**src/rtl/dma_edge_pkg.sv**
```systemverilog
package dma_edge_pkg;

  typedef enum logic {
    CH_IDLE = 1'b0,
    CH_XFER = 1'b1
  } ch_state_e;

endpackage

```
**src/rtl/dma_edge_detect.sv**
```systemverilog
module dma_edge_detect (
  input  logic clk,
  input  logic rst_n,
  input  logic rise_sel,
  input  logic req_in,
  output logic edge_hit
);

  logic smp_q;
  logic primed_q;
  logic lvl_now;
  logic lvl_prev;

  // active level of the current line value and of the previous sample
  always_comb begin
    lvl_now  = rise_sel ? req_in : ~req_in;
    lvl_prev = rise_sel ? smp_q  : ~smp_q;
    edge_hit = primed_q & lvl_now & ~lvl_prev;
  end

  always_ff @(posedge clk or negedge rst_n) begin
    if (!rst_n) begin
      smp_q    <= 1'b0;
      primed_q <= 1'b0;
    end else begin
      smp_q    <= req_in;
      primed_q <= 1'b1;
    end
  end

endmodule

```
**src/rtl/dma_edge_pend.sv**
```systemverilog
module dma_edge_pend (
  input  logic clk,
  input  logic rst_n,
  input  logic edge_hit,
  input  logic consume,
  output logic req_any
);

  logic pend_q;
  logic pend_d;

  always_comb begin
    req_any = edge_hit | pend_q;
    pend_d  = consume ? 1'b0 : req_any;
  end

  always_ff @(posedge clk or negedge rst_n) begin
    if (!rst_n) pend_q <= 1'b0;
    else        pend_q <= pend_d;
  end

endmodule

```
**src/rtl/dma_edge_fsm.sv**
```systemverilog
module dma_edge_fsm
  import dma_edge_pkg::*;
#(
  parameter int SZ_W = 3
) (
  input  logic            clk,
  input  logic            rst_n,
  input  logic            req_any,
  input  logic            xfer_ack,
  input  logic            hi_prio,
  input  logic [SZ_W-1:0] size_in,
  output logic            consume,
  output logic            bus_req,
  output logic            start_pls,
  output logic            rel_pls,
  output logic [SZ_W-1:0] len_out
);

  ch_state_e       st_q, st_d;
  logic            start_q, start_d;
  logic            rel_q, rel_d;
  logic [SZ_W-1:0] len_q;
  logic            len_en;
  logic            go;

  always_comb begin
    go      = req_any & ~hi_prio;
    st_d    = st_q;
    start_d = 1'b0;
    rel_d   = 1'b0;
    consume = 1'b0;
    case (st_q)
      CH_IDLE: begin
        if (go) begin
          st_d    = CH_XFER;
          start_d = 1'b1;
          consume = 1'b1;
        end
      end
      CH_XFER: begin
        if (xfer_ack) begin
          if (go) begin
            start_d = 1'b1;
            consume = 1'b1;
          end else begin
            st_d  = CH_IDLE;
            rel_d = 1'b1;
          end
        end
      end
      default: st_d = CH_IDLE;
    endcase
    len_en = start_d;
  end

  always_ff @(posedge clk or negedge rst_n) begin
    if (!rst_n) begin
      st_q    <= CH_IDLE;
      start_q <= 1'b0;
      rel_q   <= 1'b0;
      len_q   <= '0;
    end else begin
      st_q    <= st_d;
      start_q <= start_d;
      rel_q   <= rel_d;
      if (len_en) len_q <= size_in;
    end
  end

  always_comb begin
    bus_req   = (st_q == CH_XFER);
    start_pls = start_q;
    rel_pls   = rel_q;
    len_out   = len_q;
  end

endmodule

```
**src/rtl/dma_edge_req.sv**
```systemverilog
module dma_edge_req #(
  parameter int SZ_W = 3
) (
  input  logic            clk,
  input  logic            rst_n,
  input  logic            cfg_rise_edge,
  input  logic [SZ_W-1:0] cfg_xfer_size,
  input  logic            dma_req_in,
  input  logic            xfer_ack,
  input  logic            hi_prio_pend,
  output logic            bus_req,
  output logic            bus_release,
  output logic            xfer_start,
  output logic [SZ_W-1:0] xfer_len,
  output logic            dma_ack
);

  logic edge_hit;
  logic req_any;
  logic consume;

  dma_edge_detect u_det (
    .clk      (clk),
    .rst_n    (rst_n),
    .rise_sel (cfg_rise_edge),
    .req_in   (dma_req_in),
    .edge_hit (edge_hit)
  );

  dma_edge_pend u_pend (
    .clk      (clk),
    .rst_n    (rst_n),
    .edge_hit (edge_hit),
    .consume  (consume),
    .req_any  (req_any)
  );

  dma_edge_fsm #(.SZ_W(SZ_W)) u_fsm (
    .clk       (clk),
    .rst_n     (rst_n),
    .req_any   (req_any),
    .xfer_ack  (xfer_ack),
    .hi_prio   (hi_prio_pend),
    .size_in   (cfg_xfer_size),
    .consume   (consume),
    .bus_req   (bus_req),
    .start_pls (xfer_start),
    .rel_pls   (bus_release),
    .len_out   (xfer_len)
  );

  // acknowledge polarity follows the selected request edge
  always_comb dma_ack = cfg_rise_edge ? bus_req : ~bus_req;

endmodule

```
**config.mk**
```make
export PLATFORM = sky130hd
export DESIGN_NAME = dma_edge_req
export DESIGN_NICKNAME = d
export VERILOG_FILES = /design/src/rtl/dma_edge_pkg.sv /design/src/rtl/dma_edge_detect.sv /design/src/rtl/dma_edge_pend.sv /design/src/rtl/dma_edge_fsm.sv /design/src/rtl/dma_edge_req.sv
export SDC_FILE = /design/constraint.sdc
export NUM_CORES = 1
export LEC_CHECK = 0
export CELL_PAD_IN_SITES_DETAIL_PLACEMENT = 1
export CELL_PAD_IN_SITES_GLOBAL_PLACEMENT = 1
export CORE_AREA = 3 3 40 42
export CTS_CLUSTER_SIZE = 8
export DETAILED_ROUTE_END_ITERATION = 6
export DIE_AREA = 0 0 43 45
export PLACE_DENSITY_LB_ADDON = 0.1
export SYNTH_ARGS = -nofsm -noshare
export SYNTH_HDL_FRONTEND = slang
export SYNTH_SLANG_ARGS = --single-unit
```
**constraint.sdc**
```tcl
create_clock -name clk -period 2.1 [get_ports clk]
set_input_delay 0.42 -clock clk [delete_from_list [all_inputs] [get_ports clk]]
set_output_delay 0.42 -clock clk [all_outputs]
set_load 0.02 [all_outputs]
```
==> out/results.txt, run 1 <==
top cell type's share of synthesized area -> 0.616
Port Buffer Count -> 15
Worst Setup EP -> u_fsm.len_out[2]
setup violators final -> 0
Num CTS Buffers -> 3
most frequent cell after synthesis -> dfrtp_1
slowest cell delay on critical path -> 0.43 ns
crit path from -> cfg_rise_edge
Seq/Total Area, Yosys -> 0.616
Critical R2R Launch -> u_det.primed_q
Mapped Avg Cell Area -> 15.9 um^2
Rows -> 13
Adder-Cell Fraction of Synth Area -> 0
DR vias -> 269
DIE WIDTH -> 43 um
syn_nets -> 32
main combinational cell family by area after synthesis -> multiplexers
initial drt markers -> 0
CTS HTree Levels -> 1
GR Util All Layers -> 0.105
kind of critical path -> in2reg
Worst Path Max Fanout -> 4
GRT overflow -> 0
Main synth FF type -> dfrtp_1
Worst Setup Start Kind -> primary input
Critical Path, Cell by Cell -> clkdlybuf4s50_1 -> buf_4 -> and4b_4 -> o311a_4 -> mux2_4
CTS tree -> yes
vias per std cell -> 4.64
initial antenna violation count -> 0
first-pass GRT wire length -> 1.48 mm
CTS Sinks -> 9
post-DP HPWL -> 663 um
Netlist cell types -> 13
die height -> 45 um
Skew-Pair Late Insertion Delay -> 0.25 ns
Setup Skew -> 0.00169 ns
status -> complete, no violations
Async SR Flop Fraction -> 1.00
final instance area -> 571 um^2
multiplexer share of the synthesized area -> 0.123
max-slew violations -> 0
R2R depth -> 3
clk slew on worst S/H paths -> 0.06 ns
Worst Path Required -> 2.24 ns
CTS Hold Bufs -> 0
reg-to-reg slack, setup -> 0.72 ns
worst hold path type -> in2async
average wire per standard cell -> 14.0 um
mapped cell area -> 365 um^2
Synth Register Bits -> 9
DRC viols -> 0
critical path endpoint category -> flip-flop
leading area contributor after synthesis -> dfrtp_1
VDD IR max -> 355 uV
yosys warns -> 0
Pwr per Cell Area -> 909 nW/um^2
CTS root buf -> clkbuf_4
Cells after Synth -> 23
Layout area overhead -> 56.2%
EDFF count, synth -> 0
pin count of the biggest net entering global routing -> 10
fraction of layout cells with a size suffix above 1 -> 0.209
post-route ant nets -> 0
complex-gate fraction of the synthesized area -> 0.113
PostCTS Resize Cnt -> 0
Antenna diodes -> 0
XOR/XNOR Fraction of Synth Area -> 0.0240
Lkg Pwr -> 0.263 nW
Placed Area -> 542 um^2
Total Power -> 0.000518 W
part of the cycle the worst path needs -> 0.838
DIE AREA -> 1940 um^2
fmax -> 568 MHz
Max clock buf depth -> 2
Layout Utilization -> 0.444
RSZ-0062 raised after global routing -> false
setup TNS -> 0 ns
Final Critical Period -> 1.76 ns
Post-synth top cells -> dfrtp_1 (9), mux2_4 (3)
drt first pass iters -> 1
fin nets -> 53
Post-CTS Setup Inserts -> 0
Fin. Hold Viols -> 0
Starting Density -> 0.284
final wirelength -> 810 um
Synth Area in Simple Gates -> 0.103
Critical Path AT -> 1.90 ns
Max-Cap Viols -> 0
Routability Congestion -> 0.625
number of global-route vias before repair -> 353
Critical Path Slowest Stage Cell -> clkdlybuf4s50_1
reg-to-reg endpoint -> u_fsm.len_out[2]
core area -> 1280 um^2
largest cells by area after synthesis -> dfrtp_1 (62%), mux2_4 (12%), o311a_4 (5.8%)
Top-Level Pins -> 16
## layout make-up
| type | instances | area, um^2 |
|---|---|---|
| Clock buffer | 4 | 26.3 |
| Sequential cell | 9 | 225 |
| Inverter | 1 | 3.75 |
| Timing Repair Buffer | 16 | 160 |
| Tap cell | 15 | 18.8 |
| Multi-Input combinational cell | 13 | 136 |
| Fill cell | 136 | 714 |
## cell usage in the layout, fill, tap and decap left out
cell and count:
dfrtp_1 9, clkdlybuf4s50_1 14, xnor2_1 1, clkbuf_1 1
mux2_4 3, inv_1 1, o311a_4 1, conb_1 1
and4b_4 1, buf_4 1, o211a_1 1, o21ai_0 1
nor3_1 1, a21oi_1 1, and4bb_1 1, dlymetal6s2s_1 1
nand2b_1 1, clkbuf_4 3
## state kept, by name, summed over array words and instances, names as in the netlist
name             flops
u_fsm.len_out        3
u_det.primed_q       1
u_det.smp_q          1
u_fsm.bus_req        1
u_fsm.rel_pls        1
u_fsm.start_pls      1
u_pend.pend_q        1
## worst min-delay path by stage
stage | cells past startpoint | slack [ns] | to
final | 1 | 0.47 | u_fsm.rel_pls
after detailed placement | 1 | 0.51 | u_fsm.len_out[0]
after global routing | 1 | 0.48 | u_fsm.start_pls
after global placement | 1 | 0.50 | u_fsm.len_out[0]
after floorplan | 0 | 0.12 | u_det.primed_q
after CTS | 1 | 0.46 | u_fsm.len_out[1]
## worst max-delay path: cells and delay by family
kind	cells	cell delay, ns
compound gates	1	0.39
buf+inv	2	0.58
mux	1	0.31
simple gates	1	0.20
## metrics by stage
stage,hold slack [ns],setup WS (ns),std cells
3_5_place_dp,0.509,0.0271,54
4_1_cts,0.465,0.0245,58
5_1_grt,0.481,0.304,58
6_report,0.467,0.340,58
2_1_floorplan,0.124,0.700,23
3_3_place_gp,0.496,0.0353,54
## cell families (layout without fill, tap and decap cells)
logic type	after synthesis	in the layout
xor+xnor	1	1
other cells	1	1
mux	3	3
flops	9	9
buf+inv	1	21
compound gates	4	4
simple gates	4	4
## routing by layer
layer | vias up | track usage | wire, um
met5 | - | 0 | 0
met4 | 0 | 0.0542 | 0
met3 | 0 | 0.0319 | 44
met2 | 9 | 0.198 | 484
met1 | 136 | 0.103 | 281
li1 | 124 | - | -
## where the power goes
group / internal, W / switching, W / total (W) / leakage (nW)
combinational: 0.0000972 / 0.0000707 / 0.000168 / 0.135
clock: 0.0000731 / 0.0000578 / 0.000131 / 0.0150
sequential: 0.000202 / 0.0000175 / 0.000220 / 0.113
Note: power is estimated with default switching activity, not from simulation.
==> run 2: changes to the inputs <==
==> constraint.sdc (replaced) <==
create_clock -name clk -period 1.8 [get_ports clk]
set_input_delay 0.36 -clock clk [delete_from_list [all_inputs] [get_ports clk]]
set_output_delay 0.36 -clock clk [all_outputs]
set_load 0.02 [all_outputs]
==> out/results.txt, run 2 (synthesis results as in run 1) <==
Layout Utilization -> 0.435 (-0.00876)
max reg flops -> 3 (unchanged)
Reg power frac -> 0.432 (+0.008)
Worst Path Required -> 1.44 ns (-0.80 ns)
status -> complete, no violations
first-pass GRT wire length -> 1.46 mm (-1.4%)
Inst Count DP -> 53 (-1.9%)
DR vias -> 257 (-4.5%)
VDD IR max -> 430 uV (+21%)
average wire per standard cell -> 14.6 um (+4.4%)
most common cell after layout, fill and taps aside -> clkdlybuf4s50_1
kind of critical path -> in2out
pin count of the biggest net entering global routing -> 10 (unchanged)
setup violators final -> 0 (unchanged)
number of global-route vias before repair -> 352 (-0.28%)
critical path endpoint category -> output port
switching fraction of total power -> 0.277 (-0.00491)
Fin. Hold Viols -> 0 (unchanged)
CTS root buf -> clkbuf_4
clock group share of total power -> 0.247 (-0.005)
RSZ-0062 raised after global routing -> false
Starting Density -> 0.284 (unchanged)
Lkg Pwr -> 0.250 nW (-4.8%)
fraction of layout cells with a size suffix above 1 -> 0.190 (-0.0188)
post-DP HPWL -> 722 um (+8.9%)
Psw -> 0.000165 W (+13%)
Final Critical Period -> 1.70 ns
Antenna diodes -> 0 (unchanged)
post-route ant nets -> 0 (unchanged)
clk slew on worst S/H paths -> 0.06 ns (about the same)
Pwr per Cell Area -> 1070 nW/um^2 (+17%)
drt first pass iters -> 1 (unchanged)
Num CTS Buffers -> 3 (unchanged)
core area -> 1280 um^2 (unchanged)
fin nets -> 52 (-1.9%)
worst hold path type -> in2async
Critical Path AT -> 1.34 ns (-0.56 ns)
DIE AREA -> 1940 um^2 (unchanged)
Routability Congestion -> 0.661 (+5.9%)
vias per std cell -> 4.51 (-2.8%)
Layout area overhead -> 53.1%
die height -> 45 um (unchanged)
part of the cycle the worst path needs -> 0.945
Worst Path Max Fanout -> 3 (-1)
initial antenna violation count -> 0 (unchanged)
GR Util All Layers -> 0.108 (+0.00301)
Setup Skew -> 0.00263 ns (+0.000947 ns)
DIE WIDTH -> 43 um (unchanged)
CTS Sinks -> 9 (unchanged)
initial drt markers -> 0 (unchanged)
Port Buffer Count -> 15 (unchanged)
final wirelength -> 831 um (+2.6%)
Post-CTS Setup Inserts -> 0 (unchanged)
CTS tree -> yes
Finished Layout Cells -> 57 (-1.7%)
Max clock buf depth -> 2 (unchanged)
fmax -> 588 MHz
max-slew violations -> 0 (unchanged)
GRT overflow -> 0 (unchanged)
Skew-Pair Late Insertion Delay -> 0.25 ns (about the same)
DRC viols -> 0 (unchanged)
Rows -> 13 (unchanged)
Worst Setup Start Kind -> primary input
Top-Level Pins -> 16 (unchanged)
Comb power frac -> 0.321 (-0.003)
Max-Cap Viols -> 0 (unchanged)
P_int -> 0.000431 W (+16%)
CTS HTree Levels -> 1 (unchanged)
most frequent cells in the layout -> clkdlybuf4s50_1 (14), dfrtp_1 (9), mux2_4 (3), clkbuf_4 (3)
run 2: cell types whose count changed in the layout (fill, tap and decap cells not counted), sizes merged:
cell / before / now
buf: 1 / 0
dlymetal6s2s: 1 / 0
dlygate4sd2: 0 / 1
run 2: timing repair:
item                       in CTS  in global routing
hold buffers                    0                  0
setup endpoints to repair       1                  0
resized for setup               1                  0
run 2: final timing paths:
| path | start | to | slack, ns | depth (start not counted) |
|---|---|---|---|---|
| max | cfg_rise_edge | dma_ack | 0.1 | 3 |
| min | rst_n | u_fsm.len_out[1] | 0.40 | 1 |
| max reg2reg | u_det.primed_q | u_fsm.len_out[2] | 0.40 | 3 |
| min reg2reg | u_fsm.len_out[1] | u_fsm.len_out[1] | 0.52 | 1 |
| max in group asynchronous | rst_n | u_pend.pend_q | 1.11 | 1 |
| min in group clk | u_fsm.len_out[1] | u_fsm.len_out[1] | 0.52 | 1 |
run 2: worst max-delay path, cell delays in order:
cell and delay, ns:
clkdlybuf4s50_1 0.52, xnor2_1 0.12, dlygate4sd2_1 0.34
run 2: stage by stage:
| step | cell area, um^2 | setup slack [ns] | hold slack (ns) | total power, W | TNS, ns |
|---|---|---|---|---|---|
| after CTS | 559 | 0.0885 | 0.411 | 0.000613 | 0 |
| after global routing | 559 | 0.0513 | 0.433 | 0.000640 | 0 |
| after floorplan | 365 | 0.460 | 0.0644 | 0.000353 | 0 |
| after detailed placement | 534 | -0.185 | 0.505 | 0.000458 | -0.530 |
| final | 559 | 0.0998 | 0.405 | 0.000596 | 0 |
| after global placement | 534 | -0.161 | 0.496 | 0.000449 | -0.395 |
run 2: final cells by class:
class                           instances  area [um^2]
Multi-Input combinational cell         13          136
Tap cell                               15         18.8
Fill cell                             147          726
Clock buffer                            4         26.3
Inverter                                1         3.75
Timing Repair Buffer                   15          149
Sequential cell                         9          225
run 2: power groups by stage:
| stage | clock network [W] | registers, W | logic [W] |
|---|---|---|---|
| 5_1_grt | 0.000177 | 0.000260 | 0.000202 |
| 2_1_floorplan | 0 | 0.000294 | 0.0000594 |
| 3_3_place_gp | 0 | 0.000257 | 0.000192 |
| 3_5_place_dp | 0 | 0.000261 | 0.000197 |
| 6_report | 0.000147 | 0.000257 | 0.000191 |
| 4_1_cts | 0.000159 | 0.000258 | 0.000196 |
run 2: layer usage:
metal  vias to the layer above  wire length, um  global-route usage
met1                       129              275              0.0990
met2                         9              515               0.207
met5                         -                0                   0
li1                        119                -                   -
met4                         0                0              0.0542
met3                         0               40              0.0398
==> run 3: changes to the inputs <==
--- a/config.mk
+++ b/config.mk
@@ -14,4 +14,5 @@
 export PLACE_DENSITY_LB_ADDON = 0.1
 export SYNTH_ARGS = -nofsm -noshare
 export SYNTH_HDL_FRONTEND = slang
+export SYNTH_HIERARCHICAL = 1
 export SYNTH_SLANG_ARGS = --single-unit
==> constraint.sdc (replaced) <==
create_clock -name clk -period 2.15 [get_ports clk]
set_input_delay 0.43 -clock clk [delete_from_list [all_inputs] [get_ports clk]]
set_output_delay 0.43 -clock clk [all_outputs]
set_load 0.02 [all_outputs]
==> out/results.txt, run 3 <==
status -> complete, no violations
CTS tree -> yes
DIE WIDTH -> 43 um (unchanged)
mapped cell area -> 362 um^2 (-1.0%)
CTS HTree Levels -> 1 (unchanged)
Starting Density -> 0.281 (-0.00292)
clk slew on worst S/H paths -> 0.06 ns (about the same)
worst hold path type -> in2async
post-DP HPWL -> 583 um (-19%)
Final Critical Period -> 1.80 ns
Inst Count DP -> 55 (+3.8%)
kind of critical path -> reg2out
Psw -> 0.000210 W (+27%)
fraction of layout cells with a size suffix above 1 -> 0.227 (+0.0368)
initial antenna violation count -> 0 (unchanged)
yosys warns -> 6 (+6)
Critical Path AT -> 1.37 ns (+0.03 ns)
DIE AREA -> 1940 um^2 (unchanged)
clock group share of total power -> 0.199 (-0.048)
CTS root buf -> clkbuf_4
max-slew violations -> 0 (unchanged)
Worst Path Required -> 1.72 ns (+0.28 ns)
GR Util All Layers -> 0.103 (-0.00478)
Skew-Pair Late Insertion Delay -> 0.26 ns (about the same)
fin nets -> 54 (+3.8%)
Async SR Flop Fraction -> 1.00 (unchanged)
number of global-route vias before repair -> 305 (-13%)
hold_ws -> 0.472 ns (+0.0669 ns)
core area -> 1280 um^2 (unchanged)
Pwr per Cell Area -> 1160 nW/um^2 (+9.1%)
Reg power frac -> 0.389 (-0.043)
Cells after Synth -> 25 (+8.7%)
Main synth FF type -> dfrtp_1
average wire per standard cell -> 12.4 um (-15%)
Critical Path Slowest Stage Cell -> clkdlybuf4s50_1
Layout area overhead -> 54.7%
Seq/Total Area, Yosys -> 0.623 (+0.00640)
EDFF count, synth -> 0 (unchanged)
fmax -> 556 MHz
Worst Setup Start Kind -> flip-flop
CP Buf/Inv Count -> 1 (-1)
Top-Level Pins -> 16 (unchanged)
max reg flops -> 3 (unchanged)
Netlist cell types -> 14 (+1)
R2R depth -> 6 (+3)
Rows -> 13 (unchanged)
pin count of the biggest net entering global routing -> 10 (unchanged)
drt first pass iters -> 4 (+3)
Critical R2R Launch -> u_det/smp_q
DR vias -> 260 (+1.2%)
Synth Register Bits -> 9 (unchanged)
critical path endpoint category -> output port
largest cells by area after synthesis -> dfrtp_1 (62%), mux2_2 (9.3%), a21oi_4 (4.5%)
Antenna diodes -> 0 (unchanged)
CTS Hold Bufs -> 0 (unchanged)
setup TNS -> 0 ns (unchanged)
setup violators final -> 0 (unchanged)
VDD IR max -> 457 uV (+6.3%)
most frequent cell after synthesis -> dfrtp_1
RSZ-0062 raised after global routing -> false
Post-CTS Setup Inserts -> 0 (unchanged)
initial drt markers -> 1 (+1)
DRC viols -> 0 (unchanged)
die height -> 45 um (unchanged)
Port Buffer Count -> 15 (unchanged)
Num CTS Buffers -> 3 (unchanged)
Routability Congestion -> 0.674 (+1.9%)
Mapped Avg Cell Area -> 14.5 um^2 (-8.9%)
Critical Path, Cell by Cell -> clkdlybuf4s50_1
Post-synth top cells -> dfrtp_1 (9), mux2_2 (3), inv_1 (2)
WP depth -> 1 (-2)
Fin. Hold Viols -> 0 (unchanged)
P_int -> 0.000441 W (+2.3%)
top cell type's share of synthesized area -> 0.623 (+0.00640)
reg-to-reg endpoint -> u_fsm/len_out[0]
Lkg Pwr -> 0.251 nW (+0.35%)
Max clock buf depth -> 2 (unchanged)
vias per std cell -> 4.41 (-2.3%)
switching fraction of total power -> 0.322 (+0.0456)
Worst Path Max Fanout -> 5 (+2)
syn_nets -> 34 (+6.3%)
post-route ant nets -> 0 (unchanged)
Setup Skew -> 0.00155 ns (-0.00108 ns)
first-pass GRT wire length -> 1.33 mm (-9.0%)
CTS Sinks -> 9 (unchanged)
Max-Cap Viols -> 0 (unchanged)
Finished Layout Cells -> 59 (+3.5%)
Comb power frac -> 0.412 (+0.091)
CP delay by family, top -> buffers and inverters
part of the cycle the worst path needs -> 0.837
reg-to-reg slack, setup -> 0.65 ns (+0.25 ns)
most frequent cells in the layout -> clkdlybuf4s50_1 (14), dfrtp_1 (9), clkbuf_4 (3), mux2_2 (3), inv_1 (2)
GRT overflow -> 0 (unchanged)
final wirelength -> 731 um (-12%)
leading area contributor after synthesis -> dfrtp_1
slowest cell delay on critical path -> 0.65 ns (+0.13 ns)
most common cell after layout, fill and taps aside -> clkdlybuf4s50_1
run 3: final cells by class:
| type | count | area, um^2 |
|---|---|---|
| repair buffers | 15 | 153 |
| fillers | 143 | 726 |
| inverters | 2 | 7.51 |
| well taps | 15 | 18.8 |
| multi-input cells | 14 | 129 |
| flip-flops and latches | 9 | 225 |
| clock buffers | 4 | 26.3 |
run 3: routing by layer:
| metal | part of all wire | global-route usage |
|---|---|---|
| met3 | 0.098 | 0.0478 |
| met5 | 0 | 0 |
| met4 | 0 | 0.0904 |
| met2 | 0.56 | 0.180 |
| met1 | 0.34 | 0.0873 |
run 3: power by group through the flow:
| stage | Sequential, W | Clock [W] | Combinational (W) |
|---|---|---|---|
| after floorplan | 0.000307 | 0 | 0.0000897 |
| after global placement | 0.000253 | 0 | 0.000270 |
| after detailed placement | 0.000258 | 0 | 0.000274 |
| after CTS | 0.000255 | 0.000138 | 0.000275 |
| after global routing | 0.000263 | 0.000153 | 0.000287 |
| final | 0.000253 | 0.000130 | 0.000268 |
run 3: repair_timing:
| action | in CTS | in global routing |
|---|---|---|
| hold endpoints to repair | 0 | 0 |
| endpoints found under the setup margin | 0 | 1 |
| resized for setup | 0 | 1 |
run 3: cells by family (layout without fill, tap and decap cells):
family | Yosys count | after routing | synth area share
muxes | 3 | 3 | 0.0934
xor gates and xnor gates | 1 | 1 | 0.0242
DFF | 9 | 9 | 0.623
and+or+nand+nor | 6 | 6 | 0.142
buffers and inverters | 2 | 21 | 0.0208
AOI/OAI and AO/OA | 3 | 3 | 0.0865
other | 1 | 1 | 0.0104
run 3: per-stage QoR:
stage	area [um^2]	utilization	power [W]	setup WS (ns)
final	559	0.435	0.000650	0.351
after global routing	559	0.435	0.000703	0.289
after CTS	557	0.433	0.000668	0.0303
after detailed placement	531	0.413	0.000532	0.0353
after global placement	531	0.413	0.000523	0.0449
after floorplan	362	-	0.000397	0.681
run 3: how the worst max path moves through the flow:
stage                   from          endpoint  slack, ns
4_1_cts        cfg_rise_edge           dma_ack       0.03
3_3_place_gp   cfg_rise_edge           dma_ack       0.04
6_report       u_fsm/bus_req           bus_req       0.35
2_1_floorplan     dma_req_in  u_fsm/len_out[0]       0.68
3_5_place_dp   cfg_rise_edge           dma_ack       0.04
5_1_grt        cfg_rise_edge  u_fsm/len_out[2]       0.29
